$ cat src/rtl/pws_pkg.sv
package pws_pkg;

    typedef enum logic [2:0] {
        ST_IDLE,
        ST_BREAK,
        ST_RECOV,
        ST_TX_SLOT,
        ST_RX_WAIT,
        ST_RX_SAMPLE,
        ST_FINISH
    } pws_state_e;

    function automatic int pws_max(input int a, input int b);
        return (a > b) ? a : b;
    endfunction

endpackage

$ cat src/rtl/pws_sync.sv
module pws_sync #(
    parameter int STAGES = 2
) (
    input  logic clk,
    input  logic rst_n,
    input  logic din,
    output logic dout,
    output logic fall
);
    logic [STAGES-1:0] sh_q;
    logic              prev_q;

    always_ff @(posedge clk or negedge rst_n) begin
        if (!rst_n) begin
            sh_q   <= '1;
            prev_q <= 1'b1;
        end else begin
            sh_q   <= {sh_q[STAGES-2:0], din};
            prev_q <= sh_q[STAGES-1];
        end
    end

    assign dout = sh_q[STAGES-1];
    assign fall = prev_q & ~sh_q[STAGES-1];
endmodule

$ cat src/rtl/pws_cnt.sv
module pws_cnt #(
    parameter int W = 8
) (
    input  logic         clk,
    input  logic         rst_n,
    input  logic         clr,
    output logic [W-1:0] q
);
    always_ff @(posedge clk or negedge rst_n) begin
        if (!rst_n)   q <= '0;
        else if (clr) q <= '0;
        else          q <= q + 1'b1;
    end
endmodule

$ cat src/rtl/pw_serial_host.sv
module pw_serial_host
    import pws_pkg::*;
#(
    parameter int BREAK_CYC   = 40,
    parameter int RECOV_CYC   = 12,
    parameter int SLOT_CYC    = 40,
    parameter int LOW1_CYC    = 8,
    parameter int LOW0_CYC    = 24,
    parameter int SAMPLE_CYC  = 14,
    parameter int TIMEOUT_CYC = 200,
    parameter int SYNC_STAGES = 2
) (
    input  logic       clk,
    input  logic       rst_n,
    input  logic       req_valid,
    input  logic [6:0] req_cmd,
    input  logic       req_rd,
    input  logic [7:0] req_wdata,
    output logic       busy,
    output logic       done,
    output logic [7:0] rd_data,
    output logic       err_timeout,
    output logic       line_oe,
    input  logic       line_in
);
    localparam int CNT_MAX = pws_max(pws_max(BREAK_CYC, RECOV_CYC),
                                     pws_max(pws_max(SLOT_CYC, SAMPLE_CYC), TIMEOUT_CYC));
    localparam int CW      = $clog2(CNT_MAX + 1);
    localparam int FRAME_W = 16;
    localparam int IDX_W   = $clog2(FRAME_W);

    pws_state_e        state_q, state_d;
    logic [CW-1:0]     cnt;
    logic              cnt_clr;
    logic              line_s, line_fall;
    logic [FRAME_W-1:0] frame_q;
    logic              is_rd_q;
    logic [IDX_W-1:0]  tx_idx_q;
    logic [6:0]        rx_sh_q;
    logic [2:0]        rx_idx_q;
    logic              err_q;
    logic [7:0]        rd_q;

    // events
    logic accept, brk_end, rec_end, slot_end, tx_last, tmo, samp_pt;
    logic [CW-1:0] cur_low;
    logic [7:0]    rx_new;

    pws_sync #(.STAGES(SYNC_STAGES)) u_sync (
        .clk(clk), .rst_n(rst_n), .din(line_in), .dout(line_s), .fall(line_fall)
    );

    pws_cnt #(.W(CW)) u_cnt (
        .clk(clk), .rst_n(rst_n), .clr(cnt_clr), .q(cnt)
    );

    assign accept   = (state_q == ST_IDLE) && req_valid;
    assign brk_end  = cnt == CW'(BREAK_CYC - 1);
    assign rec_end  = cnt == CW'(RECOV_CYC - 1);
    assign slot_end = cnt == CW'(SLOT_CYC - 1);
    assign tmo      = cnt == CW'(TIMEOUT_CYC - 1);
    assign samp_pt  = cnt == CW'(SAMPLE_CYC - 1);
    assign tx_last  = tx_idx_q == (is_rd_q ? IDX_W'(7) : IDX_W'(FRAME_W - 1));
    assign cur_low  = frame_q[tx_idx_q] ? CW'(LOW1_CYC) : CW'(LOW0_CYC);
    assign rx_new   = {line_s, rx_sh_q};

    // state register
    always_ff @(posedge clk or negedge rst_n) begin
        if (!rst_n) state_q <= ST_IDLE;
        else        state_q <= state_d;
    end

    // next state
    always_comb begin
        state_d = state_q;
        unique case (state_q)
            ST_IDLE:      if (req_valid) state_d = ST_BREAK;
            ST_BREAK:     if (brk_end)   state_d = ST_RECOV;
            ST_RECOV:     if (rec_end)   state_d = ST_TX_SLOT;
            ST_TX_SLOT:   if (slot_end && tx_last)
                              state_d = is_rd_q ? ST_RX_WAIT : ST_FINISH;
            ST_RX_WAIT:   if (line_fall) state_d = ST_RX_SAMPLE;
                          else if (tmo)  state_d = ST_FINISH;
            ST_RX_SAMPLE: if (samp_pt)
                              state_d = (rx_idx_q == 3'd7) ? ST_FINISH : ST_RX_WAIT;
            ST_FINISH:    state_d = ST_IDLE;
            default:      state_d = ST_IDLE;
        endcase
    end

    // outputs
    always_comb begin
        cnt_clr     = (state_d != state_q) || (state_q == ST_IDLE)
                    || ((state_q == ST_TX_SLOT) && slot_end);
        busy        = state_q != ST_IDLE;
        done        = state_q == ST_FINISH;
        line_oe     = (state_q == ST_BREAK)
                    || ((state_q == ST_TX_SLOT) && (cnt < cur_low));
        rd_data     = rd_q;
        err_timeout = err_q;
    end

    // datapath
    always_ff @(posedge clk or negedge rst_n) begin
        if (!rst_n) begin
            frame_q  <= '0;
            is_rd_q  <= 1'b0;
            tx_idx_q <= '0;
            rx_sh_q  <= '0;
            rx_idx_q <= '0;
            err_q    <= 1'b0;
            rd_q     <= '0;
        end else begin
            if (accept) begin
                frame_q  <= {req_wdata, req_rd, req_cmd};
                is_rd_q  <= req_rd;
                tx_idx_q <= '0;
                rx_idx_q <= '0;
                err_q    <= 1'b0;
            end
            if ((state_q == ST_TX_SLOT) && slot_end && !tx_last)
                tx_idx_q <= tx_idx_q + 1'b1;
            if ((state_q == ST_RX_WAIT) && !line_fall && tmo)
                err_q <= 1'b1;
            if ((state_q == ST_RX_SAMPLE) && samp_pt) begin
                rx_sh_q  <= rx_new[7:1];
                rx_idx_q <= rx_idx_q + 1'b1;
                if (rx_idx_q == 3'd7) rd_q <= rx_new;
            end
        end
    end
endmodule

$ cat config.mk
export PLATFORM = sky130hd
export DESIGN_NAME = pw_serial_host
export DESIGN_NICKNAME = d
export VERILOG_FILES = /design/src/rtl/pws_pkg.sv /design/src/rtl/pws_sync.sv /design/src/rtl/pws_cnt.sv /design/src/rtl/pw_serial_host.sv
export SDC_FILE = /design/constraint.sdc
export NUM_CORES = 1
export LEC_CHECK = 0
export ABC_CLOCK_PERIOD_IN_PS = 3100
export BUFFER_PORTS_ARGS = -buffer_cell sky130_fd_sc_hd__buf_2
export CAP_MARGIN = 20
export CORE_ASPECT_RATIO = 0.8
export CORE_UTILIZATION = 25
export CTS_BUF_LIST = sky130_fd_sc_hd__clkbuf_4
export CTS_CLUSTER_SIZE = 8
export DETAILED_ROUTE_END_ITERATION = 8
export HOLD_SLACK_MARGIN = 0.02
export SLEW_MARGIN = 20
export SYNTH_ARGS = -nofsm -noshare
export SYNTH_HDL_FRONTEND = slang
export SYNTH_SLANG_ARGS = --single-unit
$ cat constraint.sdc
create_clock -name clk -period 3.1 [get_ports clk]
set_input_delay 0.31 -clock clk [delete_from_list [all_inputs] [get_ports clk]]
set_output_delay 0.31 -clock clk [all_outputs]
set_load 0.01 [all_outputs]
==> results of run 1 <==
[sequential cells by signal, summed over array words and instances, names as in the netlist]
register	count
rx_idx_q	3
frame_q	16
state_q	3
rx_sh_q	7
u_cnt.q	8
tx_idx_q	4
u_sync.prev_q	1
err_timeout	1
rd_data	8
u_sync.sh_q	2
[Yosys cell counts, drive strengths merged (2+ instances only)]
cell and n:
a211oi 7, a21o 2, a21oi 4, and3 3
and3b 2, buf 2, clkbuf 8, dfrtp 50
dfstp 3, ha 7, inv 7, mux2 15
mux2i 2, mux4 5, nand2 61, nand2b 2
nand3 9, nand4 2, nor2b 2, nor3 2
nor4 2, nor4b 2, o21ai 7, or3 2
xnor2 2, xor2 6
[metal layers]
layer  track usage [%]  share of wire (%)  vias up
li1                  -                  -      873
met1             15.16                 52      845
met2             14.52                 42       41
met3             3.207                5.3        2
met4             2.706               0.54        0
met5                 0                  0        -
[cell usage in the layout (no fill, tap or decap), types with 2 or more instances in the layout]
| cell | Yosys | final |
|---|---|---|
| nand2b_1 | 2 | 2 |
| mux2_2 | 15 | 15 |
| dfrtp_1 | 50 | 49 |
| clkbuf_4 | 0 | 5 |
| and3_1 | 3 | 3 |
| nor4_1 | 2 | 2 |
| xor2_1 | 6 | 6 |
| ha_1 | 7 | 7 |
| a211oi_1 | 7 | 7 |
| buf_2 | 0 | 31 |
| mux4_2 | 5 | 5 |
| o21ai_0 | 7 | 7 |
| dlygate4sd3_1 | 0 | 2 |
| inv_1 | 7 | 7 |
| xnor2_1 | 2 | 2 |
| and3b_1 | 2 | 2 |
| mux2i_1 | 2 | 2 |
| nand3_1 | 9 | 9 |
| buf_4 | 1 | 3 |
| nor2b_1 | 2 | 2 |
| a21o_1 | 2 | 2 |
| a21oi_1 | 3 | 2 |
| dfstp_2 | 3 | 3 |
| nand2_1 | 60 | 60 |
| nor4b_2 | 2 | 2 |
[final cells by class]
type                       count  area (um^2)  share of cell area (%)
tap                          136        170.2                   5.729
timing repair buffer          36        197.7                   6.655
multi-input combinational    161         1179                   39.68
clock inverter                 3        28.78                  0.9688
clock buffer                   5        37.54                   1.264
sequential                    53         1331                   44.82
inverter                       7        26.28                  0.8846
[timing repair]
item	CTS	global route
resized for setup	1	1
hold buffers	2	0
setup endpoints to repair	1	1
endpoints found under the hold margin	30	0
[through the flow]
| step | instances | hold slack, ps |
|---|---|---|
| floorplan | 231 | 14.41 |
| global placement | 391 | 345.4 |
| detailed placement | 391 | 347.8 |
| CTS | 401 | 94.98 |
| global route | 401 | 99.73 |
| finish | 401 | 109.5 |
[critical path: cells and delay by family, from the launching register on]
kind | cells | cell delay, ps
flip-flops | 1 | 510
AND/OR/NAND/NOR | 2 | 270
multiplexers | 2 | 1010
adder cells (fa/ha/maj) | 1 | 190
AO/OA/AOI/OAI | 1 | 160
buffers and inverters | 1 | 150
[logic make-up after synthesis]
logic type	after synthesis	share of synthesized area, %
AND/OR/NAND/NOR	95	19.35
flip-flops	53	51.55
AO/OA/AOI/OAI	29	8.390
multiplexers	22	11.69
buffers and inverters	17	2.910
XOR/XNOR	8	2.716
adder cells (fa/ha/maj)	7	3.395
[power by group through the flow]
| stage | clock, uW | sequential [uW] | combinational, uW |
|---|---|---|---|
| after floorplan | 0 | 723 | 16.1 |
| after global placement | 0 | 726 | 45.7 |
| after detailed placement | 0 | 726 | 47.0 |
| after CTS | 356 | 713 | 49.1 |
| after global routing | 382 | 715 | 55.4 |
| final | 337 | 713 | 47.2 |
[worst paths after layout]
| path | end | startpoint | slack, ps |
|---|---|---|---|
| max in group asynchronous | rx_idx_q[2] | rst_n | 1930 |
| worst min-delay path | frame_q[9] | req_wdata[1] | 110 |
| min in group asynchronous | state_q[1] | rst_n | 530 |
| worst max-delay path | line_oe | tx_idx_q[0] | 120 |
| worst max register to register | rd_data[0] | u_cnt.q[5] | 850 |
| worst min register to register | u_sync.sh_q[1] | u_sync.sh_q[0] | 370 |
==> flow_metrics.py, run 1 <==
metrics = {
    "timing": {
        "relSlewSlack_pct": 46.88,
        "skew_ps": 11.80,
        "finalSetupViolCount": 0,
        "worst_slack_ps": 124.0,
        "post-route-period-util_pct": 96.00,
        "fmax_ghz": 0.3360,
        "finalCriticalPeriod_ps": 2976,
        "final-hold-violation-count": 0,
        "grt_setup_unrepaired": "no",
        "final.setup.tns_ps": 0,
        "tightest_slew_ps": 794.8,
        "slew_viol_final": 0,
    },
    "floorplanning": {
        "die_area_um2": 10730,
        "initial_core_util_pct": 26.19,
        "die_w_um": 115.6,
        "fp.dieH_um": 92.86,
        "rows": 32,
        "ios": 32,
        "core_area_um2": 9849,
    },
    "clock_network": {
        "clk_transition_reported_paths_ps": 160,
        "clock_path_buffers": 2,
        "cts_buffers": 5,
        "cts_max_level": 2,
        "clock_sinks": 53,
        "ctsRootBufferMaster": "clkbuf_4",
        "postCtsSetupBuffers": 0,
        "tritoncts": "yes",
        "insertion_delay_ps": 380,
    },
    "hold_path": {
        "hold_depth": 3,
        "hold_path.class": "input pin to flop",
    },
    "pwr": {
        "pwr-share-clk_pct": 30.7,
        "p_sw_share_pct": 24.59,
        "ir_worst_vdd_v": 0.0001551,
        "pwr_density_cell_nw_per_um2": 369.3,
        "pwr-share-seq_pct": 65.0,
        "pwr-share-comb_pct": 4.3,
        "p_total_uw": 1097,
        "power_leakage_uw": 0.001414,
        "internal_power_uw": 827.2,
        "p_switching_uw": 269.7,
    },
    "placed_design": {
        "port-buffer-count": 31,
        "placed_cell_area_um2": 2879,
        "place_congestion": 0.7993,
        "preCtsSetupSlack_ps": 422.0,
        "dp_hpwl_um": 3586,
    },
    "worst_setup_path": {
        "crit_type": "flop to primary output",
        "crit_path_end_kind": "primary output",
        "required_ps": 2790,
        "crit_fanout": 8,
        "arrival_ps": 2670,
        "reg2reg_depth": 4,
        "cpMostUsedCell": "mux4_2",
        "critical_path.slowest_cell": "mux4_2",
        "path_cells": "mux4_2, mux4_2, ha_1, nor4_1, nand2_1, a21oi_2, buf_2",
        "critPathMaxStageDelay_ps": 540,
        "start_kind": "flop",
    },
    "detailed_routing": {
        "via_per_inst": 4.392,
        "drt-total-wl_um": 5002,
        "vias": 1761,
        "drc_errors": 0,
        "drt_iter0_drc": 71,
        "wire_per_inst_um": 12.47,
        "antenna_left": 0,
        "drt-pass1-iter-count": 5,
    },
    "flow_run": {
        "maxCapViolCount": 0,
    },
    "synthesis": {
        "synth_seq_area_share_pct": 51.55,
        "ys_async_sr_fraction_pct": 100.0,
        "yosys_warnings": 0,
        "ys_ff_latch": 53,
        "syn_inst": 231,
        "synth_edf_count": 0,
        "synth_top_area_cell": "dfrtp_1",
        "syn_avg_cell_area_um2": 11.17,
        "netlist.area_leader.share_pct": 48.50,
        "synth_area_leaders": "dfrtp_1, nand2_1, mux2_2",
        "syn_nets": 258,
        "ys_types": 47,
        "synthFlopType": "dfrtp_1",
        "synth_area_um2": 2580,
    },
    "global_route": {
        "grt_max_degree": 35,
        "groute.usage.overall_pct": 10.36,
        "grt_pass1_vias": 1811,
        "grt_antenna_before_repair": 0,
        "gr-total-overflow": 0,
        "grt_pass1_wl_um": 8735,
    },
    "finish": {
        "layout.nets": 291,
        "final_layout_size_suffix_gt1_share_pct": 29.43,
        "design_area_um2": 2970,
        "area_delta_synth_final_pct": 15.13,
        "fillers": 1064,
        "final_util_pct": 30.16,
        "diodes": 0,
    },
    "outcome": {
        "status": "complete, no violations",
    },
}
(Power assumes the default switching activity.)
==> run 2: changes to the inputs <==
--- a/config.mk
+++ b/config.mk
@@ -5,15 +5,17 @@
 export SDC_FILE = /design/constraint.sdc
 export NUM_CORES = 1
 export LEC_CHECK = 0
+export ABC_AREA = 1
 export ABC_CLOCK_PERIOD_IN_PS = 3100
 export BUFFER_PORTS_ARGS = -buffer_cell sky130_fd_sc_hd__buf_2
 export CAP_MARGIN = 20
 export CORE_ASPECT_RATIO = 0.8
-export CORE_UTILIZATION = 25
+export CORE_UTILIZATION = 60
 export CTS_BUF_LIST = sky130_fd_sc_hd__clkbuf_4
 export CTS_CLUSTER_SIZE = 8
 export DETAILED_ROUTE_END_ITERATION = 8
 export HOLD_SLACK_MARGIN = 0.02
+export PLACE_DENSITY = 0.82
 export SLEW_MARGIN = 20
 export SYNTH_ARGS = -nofsm -noshare
 export SYNTH_HDL_FRONTEND = slang
==> run 2 against run 1 <==
Against the previous run: count of clock-buffer cells in the layout unchanged; worst hold slack hardly changed; cell count shrank 4.7%; sequential power decreased by 2%; die area is 58% lower; highest routed layer unchanged.
==> flow_metrics.py, run 2 <==
metrics = {
    "outcome": {
        "status": "complete, no violations",
    },
    "global_route": {
        "grt_antenna_before_repair": 0,
        "grt_pass1_wl_um": 7562,
        "busiest_layer": "met2",
        "met3_usage_pct": 5.059,
        "grt_util_met2_pct": 36.29,
        "groute.usage.overall_pct": 23.06,
        "grt_max_degree": 37,
        "gr-total-overflow": 0,
        "grt_pass1_vias": 1738,
        "met1_usage_pct": 31.41,
    },
    "finish": {
        "top_register": "frame_q",
        "layout.nets": 353,
        "final_cell_mix": "nand2_1, dfrtp_1, buf_2",
        "largest_reg_flops": 16,
        "diodes": 0,
        "area_delta_synth_final_pct": 10.89,
        "final_layout_size_suffix_gt1_share_pct": 18.65,
        "layout.cells.most_common": "nand2_1",
    },
    "synthesis": {
        "syn_avg_cell_area_um2": 8.694,
        "ys_types": 32,
        "ys_async_sr_fraction_pct": 100.0,
        "synth_seq_area_share_pct": 52.39,
        "synthFlopType": "dfrtp_1",
        "syn_nets": 319,
        "synth_area_leaders": "dfrtp_1, nand2_1, o21ai_0",
        "ys_top_cells_by_count": "nand2_1, dfrtp_1, o21ai_0",
        "synth_top_area_cell": "dfrtp_1",
        "syn_inst": 292,
        "netlist.area_leader.share_pct": 49.29,
        "yosys_warnings": 0,
        "yosysMostFrequentCell": "nand2_1",
        "ys_ff_latch": 53,
        "synth_edf_count": 0,
        "synth_area_um2": 2539,
    },
    "floorplanning": {
        "ios": 32,
        "die_area_um2": 4497,
        "fp.dieH_um": 60.18,
        "core_area_um2": 3929,
        "die_w_um": 74.73,
        "initial_core_util_pct": 64.62,
        "rows": 20,
    },
    "hold_path": {
        "hold_path.class": "input pin to flop",
        "whs_endpoint": "frame_q[1]",
        "hold_start": "req_cmd[1]",
        "hold_depth": 3,
    },
    "detailed_routing": {
        "drt_iter0_drc": 90,
        "drt-pass1-iter-count": 4,
        "drc_errors": 0,
        "via_per_inst": 5.110,
        "vias": 1952,
        "antenna_left": 0,
        "wire_per_inst_um": 11.79,
        "drt-total-wl_um": 4505,
    },
    "worst_setup_path": {
        "crit_path_end_kind": "primary output",
        "startpoint": "tx_idx_q[0]",
        "required_ps": 2790,
        "r2r-end": "rx_idx_q[0]",
        "crit_fanout": 11,
        "r2r-start": "state_q[0]",
        "crit_type": "flop to primary output",
        "arrival_ps": 2530,
        "reg2reg_depth": 6,
        "rrSetupSlack_ps": 1130,
        "start_kind": "flop",
    },
    "timing": {
        "skew_ps": 17.00,
        "grt_setup_unrepaired": "no",
        "post-route-period-util_pct": 91.66,
        "final.setup.tns_ps": 0,
        "relSlewSlack_pct": 48.64,
        "finalSetupViolCount": 0,
        "fmax_ghz": 0.3519,
        "tightest_slew_ps": 770.3,
        "finalCriticalPeriod_ps": 2842,
        "slew_viol_final": 0,
        "final-hold-violation-count": 0,
    },
    "clock_network": {
        "ctsRootBufferMaster": "clkbuf_4",
        "clock_path_buffers": 2,
        "clock_sinks": 53,
        "cts_max_level": 2,
        "clk_transition_reported_paths_ps": 150,
        "cts.repair.resized": 0,
        "cts_buffers": 5,
        "tritoncts": "yes",
        "insertion_delay_ps": 380,
    },
    "placed_design": {
        "dp_hpwl_um": 3337,
        "port-buffer-count": 31,
        "place_congestion": 0.8502,
    },
    "pwr": {
        "ir_worst_vdd_v": 0.0003318,
        "pwr_density_cell_nw_per_um2": 364.2,
        "p_total_uw": 1025,
        "power_leakage_uw": 0.001509,
    },
    "flow_run": {
        "maxCapViolCount": 0,
    },
}
run 2: changes by cell type in the layout (fill, tap and decap cells not counted), moves of 6 or more:
| cell | change |
|---|---|
| a211oi_1 | -7 |
| nor2_1 | +26 |
| nand2_1 | +27 |
| o21ai_0 | +21 |
| o22ai_1 | +6 |
| mux2_2 | -14 |
| inv_1 | +18 |
run 2: final cells by class:
class,count,area (um^2)
Clock buffer,5,37.54
Clock inverter,3,20.02
Fill cell,313,1114
Inverter,28,107.6
Multi-Input combinational cell,204,1069
Sequential cell,53,1330
Tap cell,55,68.82
Timing Repair Buffer,34,182.7
run 2: worst max-delay path by stage:
| stage | cells after the start | slack (ps) | endpoint |
|---|---|---|---|
| 4_1_cts | 9 | 270 | line_oe |
| 6_report | 9 | 260 | line_oe |
| 5_1_grt | 9 | 40 | line_oe |
| 3_3_place_gp | 9 | 770 | line_oe |
| 3_5_place_dp | 9 | 710 | line_oe |
| 2_1_floorplan | 9 | 1070 | line_oe |
run 2: worst max-delay path: stages (launching register included):
cell and delay (ps):
dfrtp_1 560, clkinv_1 290, o21ai_0 210, o22ai_1 80, o21ai_0 150, o22ai_1 120
ha_1 290, a21oi_1 60, a31o_2 260, buf_2 130
run 2: logic make-up (layout without fill, tap and decap cells):
group	Yosys count	in the layout	synth area share (%)
XOR/XNOR	8	8	2.760
AO/OA/AOI/OAI	43	43	9.857
AND/OR/NAND/NOR	145	145	25.58
flip-flops	53	53	52.39
buffers and inverters	35	70	5.520
multiplexers	1	1	0.4435
adder cells (fa/ha/maj)	7	7	3.450
run 2: metal layers:
metal	vias up	wire length, um
met5	-	0
met4	0	62
met3	7	159
met2	45	2025
met1	895	2257
li1	1005	-
run 2: stage by stage:
| stage | instance area (um^2) | setup slack [ps] | hold WS (ps) | instances | util [%] |
|---|---|---|---|---|---|
| after CTS | 2815 | 267.5 | 101.1 | 382 | 71.66 |
| after detailed placement | 2738 | 711.6 | 346.9 | 372 | 69.68 |
| after floorplan | 2539 | 1075 | 14.41 | 292 | - |
| after global routing | 2815 | 35.61 | 87.39 | 382 | 71.66 |
| final | 2815 | 258.5 | 110.0 | 382 | 71.66 |
| after global placement | 2738 | 770.8 | 345.6 | 372 | 69.68 |
run 2: repair_timing:
action                                 in CTS  in global routing
endpoints found under the hold margin      34                  0
buffers inserted                            0                  0
hold buffers                                2                  0
run 2: power by group:
part / internal, uW / switching [uW] / leakage, uW
logic: 11.0 / 17.1 / 0.000800
clock network: 88.9 / 213 / 0.0000292
registers: 695 / 0.596 / 0.000679
==> run 3: changes to the inputs <==
--- a/config.mk
+++ b/config.mk
@@ -16,6 +16,7 @@
 export DETAILED_ROUTE_END_ITERATION = 8
 export HOLD_SLACK_MARGIN = 0.02
 export PLACE_DENSITY = 0.82
+export REMOVE_ABC_BUFFERS = 1
 export SLEW_MARGIN = 20
 export SYNTH_ARGS = -nofsm -noshare
 export SYNTH_HDL_FRONTEND = slang
==> run 3 against run 2 <==
Against the previous run: wire length grew 7.4%; worst setup slack better by 23 ps; via count grew 3.1%; critical endpoint unchanged; largest cell class unchanged.
==> flow_metrics.py, run 3 (synthesis gave the netlist of run 2 again) <==
metrics = {
    "finish": {
        "final_layout_size_suffix_gt1_share_pct": 19.27,
        "layout.cells.most_common": "nand2_1",
        "largest_reg_flops": 16,
        "diodes": 0,
        "final_cell_mix": "nand2_1, dfrtp_1, buf_2",
        "stdcell_count": 382,
        "area_delta_synth_final_pct": 11.93,
        "top_register": "frame_q",
        "layout.nets": 353,
    },
    "floorplanning": {
        "core_area_um2": 3929,
        "die_w_um": 74.73,
        "die_area_um2": 4497,
        "rows": 20,
        "ios": 32,
        "fp.dieH_um": 60.18,
        "initial_core_util_pct": 64.62,
    },
    "global_route": {
        "grt_pass1_wl_um": 8307,
        "grt_pass1_vias": 1851,
        "grt_antenna_before_repair": 0,
        "groute.usage.overall_pct": 24.76,
        "grt_max_degree": 35,
        "gr-total-overflow": 0,
    },
    "detailed_routing": {
        "drc_errors": 0,
        "vias": 2012,
        "drt_iter0_drc": 118,
        "drt-total-wl_um": 4839,
        "via_per_inst": 5.267,
        "antenna_left": 0,
        "wire_per_inst_um": 12.67,
        "drt-pass1-iter-count": 4,
    },
    "timing": {
        "finalSetupViolCount": 0,
        "finalCriticalPeriod_ps": 2818,
        "slew_viol_final": 0,
        "post-route-period-util_pct": 90.91,
        "grt_setup_unrepaired": "no",
        "fmax_ghz": 0.3548,
        "relSlewSlack_pct": 52.02,
        "whs_ps": 132.7,
        "final-hold-violation-count": 0,
        "skew_ps": 5.206,
        "final.setup.tns_ps": 0,
        "tightest_slew_ps": 719.6,
    },
    "clock_network": {
        "ctsRootBufferMaster": "clkbuf_4",
        "clk_transition_reported_paths_ps": 140,
        "postCtsSetupBuffers": 0,
        "insertion_delay_ps": 350,
        "tritoncts": "yes",
        "cts_buffers": 5,
        "clock_path_buffers": 2,
        "clock_sinks": 53,
        "cts_max_level": 2,
    },
    "pwr": {
        "power_leakage_uw": 0.001515,
        "ir_worst_vdd_v": 0.0003171,
        "pwr_density_cell_nw_per_um2": 386.5,
    },
    "placed_design": {
        "port-buffer-count": 31,
        "dp_hpwl_um": 3536,
        "place_congestion": 0.9110,
        "dp_cells": 372,
    },
    "worst_setup_path": {
        "reg2reg_depth": 6,
        "start_kind": "flop",
        "crit_path_end_kind": "primary output",
        "crit_fanout": 11,
        "crit_type": "flop to primary output",
        "arrival_ps": 2510,
        "required_ps": 2790,
    },
    "hold_path": {
        "hold_depth": 3,
        "hold_path.class": "input pin to flop",
    },
    "flow_run": {
        "maxCapViolCount": 0,
    },
    "outcome": {
        "status": "complete, no violations",
    },
}
run 3: cell types whose count changed in the layout (fill, tap and decap cells not counted):
cell | before | now
dfrtp_2 | 0 | 1
clkinvlp_4 | 1 | 2
dfrtp_1 | 50 | 49
bufinv_16 | 0 | 1
inv_6 | 1 | 0
clkinv_1 | 3 | 2
run 3: report_power, final:
group,switching (uW),leakage (uW),internal (uW)
clock,207,0.0000389,167
combinational,16.9,0.000797,11.1
sequential,0.675,0.000679,695
run 3: stage by stage:
| stage | power [uW] | worst slack [ps] | instance area [um^2] | util (%) |
|---|---|---|---|---|
| 6_report | 1098 | 281.8 | 2841 | 72.32 |
| 5_1_grt | 1144 | 112.9 | 2841 | 72.32 |
| 4_1_cts | 1108 | 129.7 | 2836 | 72.20 |
| 3_5_place_dp | 736.2 | 635.5 | 2738 | 69.68 |
| 3_3_place_gp | 735.2 | 791.6 | 2738 | 69.68 |
| 2_1_floorplan | 709.6 | 1056 | 2506 | - |
run 3: worst max-delay path: stages, from the launching register on:
cell	delay, ps
dfrtp_2	510
clkinvlp_4	210
o21ai_0	250
o22ai_1	100
o21ai_0	200
o22ai_1	140
ha_1	290
a21oi_1	60
a31o_2	250
buf_2	130
run 3: cell type report:
type | count | area (um^2)
Clock buffer | 5 | 37.54
Clock inverter | 3 | 41.29
Fill cell | 290 | 1087
Inverter | 28 | 111.4
Multi-Input combinational cell | 204 | 1069
Sequential cell | 53 | 1331
Tap cell | 55 | 68.82
Timing Repair Buffer | 34 | 182.7
run 3: repair_timing:
item | in CTS | in global routing
endpoints found under the hold margin | 34 | 0
hold buffers | 2 | 0
resized for setup | 0 | 2
setup endpoints to repair | 0 | 1
run 3: path summary, 6_finish.rpt:
check,start,slack [ps],to
setup reg to reg,state_q[0],1050,rx_idx_q[0]
min in group asynchronous,rst_n,520,u_cnt.q[4]
max in group asynchronous,rst_n,1800,u_sync.sh_q[1]
setup / recovery,tx_idx_q[0],280,line_oe
hold reg to reg,u_sync.sh_q[0],370,u_sync.sh_q[1]
hold / removal,req_cmd[6],130,frame_q[6]
run 3: metal layers:
layer	GRT usage, %	vias up	part of all wire (%)
met2	38.48	55	46
met5	0	-	0
met1	33.70	942	48
met4	9.434	0	0.54
met3	6.071	4	4.9
li1	-	1011	-
